**src/rtl/dpkt_pkg.sv**
```systemverilog
package dpkt_pkg;

  typedef enum logic [1:0] {
    ST_IDLE,
    ST_FRAME1,
    ST_GAP,
    ST_FRAME2
  } tx_state_e;

  localparam int BYTE_W     = 8;
  localparam int FRAME_BITS = BYTE_W + 3;
  localparam logic [3:0] LAST_BIT = 4'(FRAME_BITS - 1);

  // Level on the line for position idx of a frame carrying byte b.
  function automatic logic frame_bit(input logic [BYTE_W-1:0] b, input logic [3:0] idx);
    logic [FRAME_BITS-1:0] packed_frame;
    packed_frame = {2'b11, b, 1'b0};
    if (idx > LAST_BIT) return 1'b1;
    return packed_frame[idx];
  endfunction

  // Counter increment that wraps at the end of the cycle.
  function automatic int unsigned next_count(input int unsigned cur, input int unsigned period);
    return (cur == period - 1) ? 0 : cur + 1;
  endfunction

endpackage

```
**src/rtl/dpkt_sclk_sync.sv**
```systemverilog
module dpkt_sclk_sync #(
  parameter int SYNC_STAGES = 2
) (
  input  logic clk,
  input  logic rst_n,
  input  logic sclk_in,
  output logic sclk_fall
);
  // Synchroniser stages, plus one more stage used only to detect the falling edge.
  logic [SYNC_STAGES:0] sh;

  always_ff @(posedge clk or negedge rst_n) begin
    if (!rst_n) sh <= '1;
    else        sh <= {sh[SYNC_STAGES-1:0], sclk_in};
  end

  assign sclk_fall = sh[SYNC_STAGES] & ~sh[SYNC_STAGES-1];
endmodule

```
**src/rtl/dpkt_cycle_timer.sv**
```systemverilog
module dpkt_cycle_timer #(
  parameter int PERIOD   = 1024,
  parameter int HIGH_CYC = 4,
  parameter int WORD_W   = 16
) (
  input  logic              clk,
  input  logic              rst_n,
  input  logic              hold_req,
  input  logic [WORD_W-1:0] word_in,
  output logic              rdy_n,
  output logic              ready_gate,
  output logic              in_window,
  output logic [WORD_W-1:0] word_q
);
  localparam int CW = $clog2(PERIOD);
  localparam logic [CW-1:0] WIN_START = CW'(PERIOD - HIGH_CYC);
  localparam logic [CW-1:0] GATE_PT   = CW'(PERIOD - HIGH_CYC - 1);
  localparam logic [CW-1:0] LAST_PT   = CW'(PERIOD - 1);

  logic [CW-1:0] cnt;
  logic          wrap;
  logic          stall;

  assign wrap       = (cnt == LAST_PT);
  assign ready_gate = (cnt == GATE_PT);
  assign in_window  = (cnt >= WIN_START);
  assign stall      = ready_gate & hold_req;
  assign rdy_n      = in_window;

  always_ff @(posedge clk or negedge rst_n) begin
    if (!rst_n) begin
      cnt    <= WIN_START;
      word_q <= '0;
    end else begin
      if (!stall) cnt <= CW'(dpkt_pkg::next_count(32'(cnt), PERIOD));
      if (wrap)   word_q <= word_in;
    end
  end
endmodule

```
**src/rtl/dpkt_frame_seq.sv**
```systemverilog
module dpkt_frame_seq
  import dpkt_pkg::*;
(
  input  logic        clk,
  input  logic        rst_n,
  input  logic        sclk_fall,
  input  logic        cs_n,
  input  logic        in_window,
  input  logic        ready_gate,
  input  logic [15:0] word_q,
  output logic        sdo_o,
  output logic        sdo_en,
  output logic        busy
);
  tx_state_e  state;
  logic [3:0] bidx;
  logic       start1;
  logic       at_last;
  logic [7:0] cur_byte;

  assign start1   = (state == ST_IDLE) && sclk_fall && !cs_n && !in_window;
  assign at_last  = (bidx == LAST_BIT);
  assign busy     = (state == ST_FRAME1) || (state == ST_FRAME2) ||
                    ((state == ST_GAP) && !cs_n) || start1;
  assign sdo_en   = (state == ST_FRAME1) || (state == ST_FRAME2);
  assign cur_byte = (state == ST_FRAME1) ? word_q[15:8] : word_q[7:0];
  assign sdo_o    = sdo_en ? frame_bit(cur_byte, bidx) : 1'b1;

  always_ff @(posedge clk or negedge rst_n) begin
    if (!rst_n) begin
      state <= ST_IDLE;
      bidx  <= '0;
    end else begin
      unique case (state)
        ST_IDLE: if (start1) begin
          state <= ST_FRAME1;
          bidx  <= '0;
        end
        ST_FRAME1: if (sclk_fall) begin
          if (at_last) begin
            bidx  <= '0;
            state <= cs_n ? ST_GAP : ST_FRAME2;
          end else begin
            bidx <= bidx + 4'd1;
          end
        end
        ST_GAP: begin
          if (!cs_n) begin
            state <= ST_FRAME2;
            bidx  <= '0;
          end else if (ready_gate) begin
            state <= ST_IDLE;
          end
        end
        ST_FRAME2: if (sclk_fall) begin
          if (at_last) begin
            bidx  <= '0;
            state <= ST_IDLE;
          end else begin
            bidx <= bidx + 4'd1;
          end
        end
        default: state <= ST_IDLE;
      endcase
    end
  end
endmodule

```
**src/rtl/dpkt_uart_tx.sv**
```systemverilog
module dpkt_uart_tx #(
  parameter int PERIOD      = 1024,
  parameter int HIGH_CYC    = 4,
  parameter int SYNC_STAGES = 2
) (
  input  logic        clk,
  input  logic        rst_n,
  input  logic        sclk_in,
  input  logic        cs_n,
  input  logic [15:0] word_in,
  output logic        rdy_n,
  output logic        sdo_o,
  output logic        sdo_en
);
  logic        sclk_fall;
  logic        busy;
  logic        ready_gate;
  logic        in_window;
  logic [15:0] word_q;

  dpkt_sclk_sync #(.SYNC_STAGES(SYNC_STAGES)) u_sync (
    .clk      (clk),
    .rst_n    (rst_n),
    .sclk_in  (sclk_in),
    .sclk_fall(sclk_fall)
  );

  dpkt_cycle_timer #(.PERIOD(PERIOD), .HIGH_CYC(HIGH_CYC), .WORD_W(16)) u_timer (
    .clk       (clk),
    .rst_n     (rst_n),
    .hold_req  (busy),
    .word_in   (word_in),
    .rdy_n     (rdy_n),
    .ready_gate(ready_gate),
    .in_window (in_window),
    .word_q    (word_q)
  );

  dpkt_frame_seq u_seq (
    .clk       (clk),
    .rst_n     (rst_n),
    .sclk_fall (sclk_fall),
    .cs_n      (cs_n),
    .in_window (in_window),
    .ready_gate(ready_gate),
    .word_q    (word_q),
    .sdo_o     (sdo_o),
    .sdo_en    (sdo_en),
    .busy      (busy)
  );
endmodule

```
**config.mk**
```make
export PLATFORM = sky130hd
export DESIGN_NAME = dpkt_uart_tx
export DESIGN_NICKNAME = d
export VERILOG_FILES = /design/src/rtl/dpkt_pkg.sv /design/src/rtl/dpkt_sclk_sync.sv /design/src/rtl/dpkt_cycle_timer.sv /design/src/rtl/dpkt_frame_seq.sv /design/src/rtl/dpkt_uart_tx.sv
export SDC_FILE = /design/constraint.sdc
export NUM_CORES = 1
export LEC_CHECK = 0
export BUFFER_PORTS_ARGS = -buffer_cell sky130_fd_sc_hd__buf_2
export CAP_MARGIN = 20
export CORE_UTILIZATION = 35
export CTS_BUF_LIST = sky130_fd_sc_hd__clkbuf_2 sky130_fd_sc_hd__clkbuf_4 sky130_fd_sc_hd__clkbuf_8
export CTS_CLUSTER_SIZE = 14
export DETAILED_ROUTE_END_ITERATION = 16
export HOLD_SLACK_MARGIN = 0.02
export PLACE_DENSITY = 0.56
export REMOVE_ABC_BUFFERS = 1
export SETUP_SLACK_MARGIN = 0.05
export SYNTH_ARGS = -nofsm -noshare
export SYNTH_HDL_FRONTEND = slang
export SYNTH_SLANG_ARGS = --single-unit
```
**constraint.sdc**
```tcl
create_clock -name clk -period 3.22 [get_ports clk]
set_input_delay 0.805 -clock clk [delete_from_list [all_inputs] [get_ports clk]]
set_output_delay 0.805 -clock clk [all_outputs]
set_load 0.03 [all_outputs]
```
Word-level counts from Yosys, hierarchy flattened
Cells that the tools add are included.
{"block": "word_totals", "wordCells": 62, "reg_bits": 35, "in_bits": 20}
{"block": "classes", "n_lt_le_gt_ge": 3, "reduce_logical": 13, "muxes": 22, "n_bitwise": 3, "n_eq_ne": 14, "addsub": 2}
{"operator": "equality test 10 bit (second input constant)", "count": 2}
{"operator": "2-to-1 mux 4 bit", "count": 4}
{"operator": "2-to-1 mux 2 bit", "count": 7}
{"operator": "inequality test 2 x 1 -> 1 bit (second input constant)", "count": 6}
{"operator": "one-hot mux 4 bit (3 select lines)", "count": 1}
{"operator": "adder 10 x 1 -> 10 bit (second input constant)", "count": 1}
{"operator": "greater-or-equal comparator 10 bit (second input constant)", "count": 1}
{"operator": "2-to-1 mux 10 bit", "count": 1}
{"operator": "2-to-1 mux 8 bit", "count": 1}
{"operator": "one-hot mux 2 bit (4 select lines)", "count": 1}
{"operator": "2-to-1 mux 1 bit", "count": 6}
{"operator": "AND reduction 6 bit", "count": 1}
{"operator": "< comparator 4 x 5 -> 1 bit (second input constant)", "count": 1}
{"operator": "adder 4 x 1 -> 4 bit (second input constant)", "count": 1}
{"operator": "binary-select mux 1 bit (select 4 bit)", "count": 1}
{"operator": "equality test 2 bit (second input constant)", "count": 2}
{"operator": "equality test 4 bit (second input constant)", "count": 1}
{"operator": "greater-than comparator 4 bit (second input constant)", "count": 1}
{"operator": "logical AND 1 bit", "count": 4}
{"operator": "logical OR 1 bit", "count": 3}
{"operator": "inequality test 3 bit (second input constant)", "count": 1}
{"operator": "AND reduction 3 bit", "count": 1}
{"operator": "AND 1 bit", "count": 2}
{"operator": "equality test 2 x 1 -> 1 bit (second input constant)", "count": 1}
{"operator": "5 further kinds", "count": 6}

Logic depth before layout (Yosys ltp)
{"block": "logic_depth", "depth_word": 7, "depth_mapped": 7, "ltp_nobuf": 6}

Hierarchy
From an unflattened synthesis, not the netlist that was laid out.
{"block": "hier_totals", "cells_unflattened": 159, "hier_area_um2": 1828.0}
{"mod": "dpkt_cycle_timer", "instances": 1, "area_each_um2": 1209.9, "cells_per_inst": 93, "seq_area_each_um2": 660.6}
{"mod": "dpkt_frame_seq", "instances": 1, "area_each_um2": 525.5, "cells_per_inst": 62, "seq_area_each_um2": 150.1}
{"mod": "dpkt_sclk_sync", "instances": 1, "area_each_um2": 92.6, "cells_per_inst": 4, "seq_area_each_um2": 78.8}

Least setup slack after synthesis
Ideal clock, no wire load.
{"block": "synth_timing", "kind": "register to output", "start": "register u_seq.state[1]", "end": "output sdo_o", "setup_slack_ps": 703, "path_buffers": 2, "t_required_ps": 2415, "t_arrival_ps": 1712, "path_stages_with_launch": 8, "path_cell_list": "dfrtp_1 buf_6 nor2b_4 buf_6 mux2_4 and3_1 nor4_1 o221ai_1"}
{"block": "synth_via", "elab_chain_len": 6, "elab_cells_between_ends": 8, "classes_between": "eq/ne: 2; mux: 5; reduce/logical: 1"}
{"item": "from (decl)", "line": "dpkt_frame_seq.sv:15", "rtl": "tx_state_e state;"}
{"item": "from (signal assigned)", "line": "dpkt_frame_seq.sv:42", "rtl": "state <= cs_n ? ST_GAP : ST_FRAME2;"}
{"item": "equality test 2 x 1 -> 1 bit", "line": "dpkt_frame_seq.sv:25, dpkt_frame_seq.sv:26"}
{"item": "2-to-1 mux 8 bit", "line": "dpkt_frame_seq.sv:26", "rtl": "assign cur_byte = (state == ST_FRAME1) ? word_q[15:8] : word_q[7:0];"}
{"item": "binary-select mux 1 bit (select 4 bit)", "line": "dpkt_pkg.sv:19", "rtl": "return packed_frame[idx];"}
{"item": "2-to-1 mux 1 bit (implied by the code)", "line": "dpkt_pkg.sv:19"}
{"item": "2-to-1 mux 1 bit", "line": "dpkt_pkg.sv:19"}
{"item": "2-to-1 mux 1 bit (*)", "line": "dpkt_frame_seq.sv:27", "rtl": "assign sdo_o = sdo_en ? frame_bit(cur_byte, bidx) : 1'b1;"}
{"item": "to (decl)", "line": "dpkt_uart_tx.sv:12", "rtl": "output logic sdo_o,"}
Mark *: on every way between the ends. The rest lies on a longest branch, timed or not. The select of a mux whose other input is x is not followed.

Worst setup path in the final report
{"block": "layout_timing", "start": "register u_seq.state[0]", "end": "output sdo_o"}
Same word-level chain as after synthesis.

==> impl_metrics.json <==
{
  "insertion_delay_ps": 280,
  "reg2reg_from": "u_timer.cnt[0]",
  "grt_max_degree": 36,
  "core-area_um2": 4786,
  "grtUsageTotal_pct": 14.87,
  "wl_mm": 3.451,
  "viasPerCell": 4.964,
  "min_period_ps": 3043,
  "ys_seq_area_share_pct": 50.50,
  "worstMarginPinSlew_ps": 740.7,
  "cts_tree": "yes",
  "ys_types": 39,
  "min_delay_path_depth": 0,
  "grt_pass1_wl_mm": 5.906,
  "tns_ps": 0,
  "critPathLaunchType": "flop",
  "p_leak_nw": 0.9346,
  "reg2reg_to": "u_timer.word_q[14]",
  "rows": 25,
  "postCtsSetupBuffers": 0,
  "first_pass_iters": 4,
  "cts.hold.buffers_added": 0,
  "ys_warn_count": 0,
  "endpoint_kind": "output port",
  "syn-cell-area_um2": 1762,
  "areaGrowthSynthToFinish_pct": 13.71,
  "hold_path.class": "flop to flop",
  "min_to": "u_sync.sh[1]",
  "nets": 202,
  "cts_root_buf": "clkbuf_8",
  "synth_flop_cell": "dfrtp_1",
  "drv_cap": 0,
  "cp.arrival_ps": 2240,
  "setup_viol": 0,
  "syn_avg_cell_area_um2": 11.29,
  "vdd_drop_max_mv": 0.2468,
  "place_ws_ps": 473.3,
  "dp.final_hpwl_mm": 2.558,
  "synth_seq_cells": 35,
  "place.gp.congestion": 0.8271,
  "clock.fmax_mhz": 328.6,
  "grt_pass1_vias": 1296,
  "drt_iter0_drc": 31,
  "rsz0062_at_grt": "false",
  "grt_overflow_total": 0,
  "initial_core_util_pct": 36.81,
  "layout_setup_ws_ps": 177.2,
  "cp_max_fo": 11,
  "clk_pin_slew_ps": 70,
  "required_ps": 2410,
  "dieWidth_um": 72.95,
  "pin_count": 23,
  "power.density_nw_per_um2": 562.2,
  "syn_inst": 156,
  "cts_sinks": 35,
  "max-slew-margin-rel_pct": 50.62,
  "htree_levels": 2,
  "worstHoldStart": "u_sync.sh[0]",
  "vias": 1226,
  "criticalPathCategory": "flop to output port",
  "outcome": "finished, final reports clean",
  "wl_per_cell_um": 13.97,
  "synth_edf_count": 0,
  "r2r_cells": 5,
  "clockBufferDepth": 2,
  "drc_errors": 0,
  "die_area_um2": 5321,
  "port_buffers": 22,
  "synthArstFlopShare_pct": 100.0,
  "r2r_setup_slack_ps": 1250,
  "grt_antenna_before_repair": 0,
  "period_share_pct": 94.50,
  "cts_buffers": 5,
  "final_hold_viol_count": 0,
  "cts_resized": 0,
  "skew_ps": 3.211,
  "fill_cells": 474,
  "ant_nets": 0,
  "layout-drive-gt1-share_pct": 36.67,
  "fin_util_pct": 41.86,
  "diodes": 0,
  "fp.dieH_um": 72.95,
  "drv_slew": 0
}
layer usage:
| metal | share of wire [%] | vias to the layer above | GRT usage [%] |
|---|---|---|---|
| met5 | 0 | - | 0 |
| met4 | 1.6 | 0 | 6.536 |
| met3 | 4.0 | 6 | 3.867 |
| met2 | 51 | 25 | 26.38 |
| met1 | 43 | 599 | 16.78 |
| li1 | - | 596 | - |
how the worst max path moves through the flow:
| stage | from | end | slack [ps] | cells after the start |
|---|---|---|---|---|
| 2_1_floorplan | u_seq.state[0] | sdo_o | 430 | 5 |
| 4_1_cts | u_seq.state[0] | sdo_o | 150 | 6 |
| 5_1_grt | u_seq.state[0] | sdo_o | 70 | 6 |
| 6_report | u_seq.state[0] | sdo_o | 180 | 6 |
| 3_5_place_dp | u_seq.state[0] | sdo_o | 470 | 6 |
| 3_3_place_gp | u_seq.state[0] | sdo_o | 550 | 6 |
metrics by stage:
| stage | hold slack (ps) | instance area, um2 | std cells | total power, mW |
|---|---|---|---|---|
| 3_3_place_gp | 346.0 | 1919 | 239 | 0.8127 |
| 6_report | 356.2 | 2003 | 247 | 1.126 |
| 2_1_floorplan | 345.2 | 1713 | 149 | 0.7413 |
| 5_1_grt | 365.7 | 2003 | 247 | 1.198 |
| 3_5_place_dp | 346.8 | 1919 | 239 | 0.8295 |
| 4_1_cts | 357.5 | 2003 | 247 | 1.139 |
placed cells by master (no fill, tap or decap), types with 2 or more instances in the layout:
cell type / netlist / final
nand2_1: 12 / 12
dfstp_2: 11 / 11
nor3_1: 6 / 5
mux2_2: 20 / 20
dfrtp_1: 24 / 24
mux2i_1: 7 / 7
buf_2: 2 / 22
clkbuf_8: 0 / 5
nand2b_1: 3 / 3
ha_1: 3 / 3
nand4_1: 3 / 3
nor2_1: 8 / 8
o21ai_0: 9 / 9
xor2_1: 4 / 4
inv_1: 5 / 5
and3_1: 2 / 2
a21o_1: 2 / 2
o31ai_1: 2 / 2
nand3_1: 7 / 7
a21oi_1: 2 / 2
nor2b_1: 3 / 3
xnor2_1: 2 / 2
clkinv_2: 0 / 3
worst max-delay path, stage by stage, from the launching register on:
cell	delay (ps)
dfrtp_1	540
nor2b_4	360
mux2_4	320
and3_1	160
nor4_1	210
o221ai_1	150
buf_2	210
cells by family (layout without fill, tap and decap cells):
logic type | count (synthesis) | in the layout | synth area share (%)
buf+inv | 12 | 36 | 3.835
simple gates | 49 | 49 | 14.21
fa+ha+maj | 3 | 3 | 2.131
mux | 28 | 28 | 17.61
xor+xnor | 6 | 6 | 2.983
flops | 35 | 35 | 50.50
compound gates | 23 | 23 | 8.736
where the power goes:
group	switching (mW)	internal, mW
registers	0.0714	0.474
clock network	0.154	0.148
logic	0.155	0.125
total	0.380	0.746
cells in the mapped netlist (all sizes together) (4+ instances only):
master  number  share of area, %
nand2       12               2.6
xor2         4               2.0
mux2        21                14
buf          5               2.3
o21ai        9               2.6
dfrtp       24                34
nor3         6               1.7
dfstp       11                16
inv          5               1.1
nor2b        4               1.8
nand3        7               2.0
mux2i        7               4.0
nor2         8               1.7
layout make-up:
| class | instances | area [um2] | share of cell area, % |
|---|---|---|---|
| clock buffers | 5 | 68.82 | 3.435 |
| clock inverters | 3 | 15.01 | 0.7495 |
| inverters | 5 | 18.77 | 0.9369 |
| multi-input cells | 109 | 809.5 | 40.41 |
| flip-flops and latches | 35 | 889.6 | 44.41 |
| well taps | 67 | 83.83 | 4.185 |
| repair buffers | 23 | 117.6 | 5.871 |
state kept, by name, indices dropped and copies added (netlist names):
signal / flops
u_seq.state: 2
u_timer.cnt: 10
u_sync.sh: 3
u_seq.bidx: 4
u_timer.word_q: 16
No activity file was read; power rests on OpenSTA's default activity.
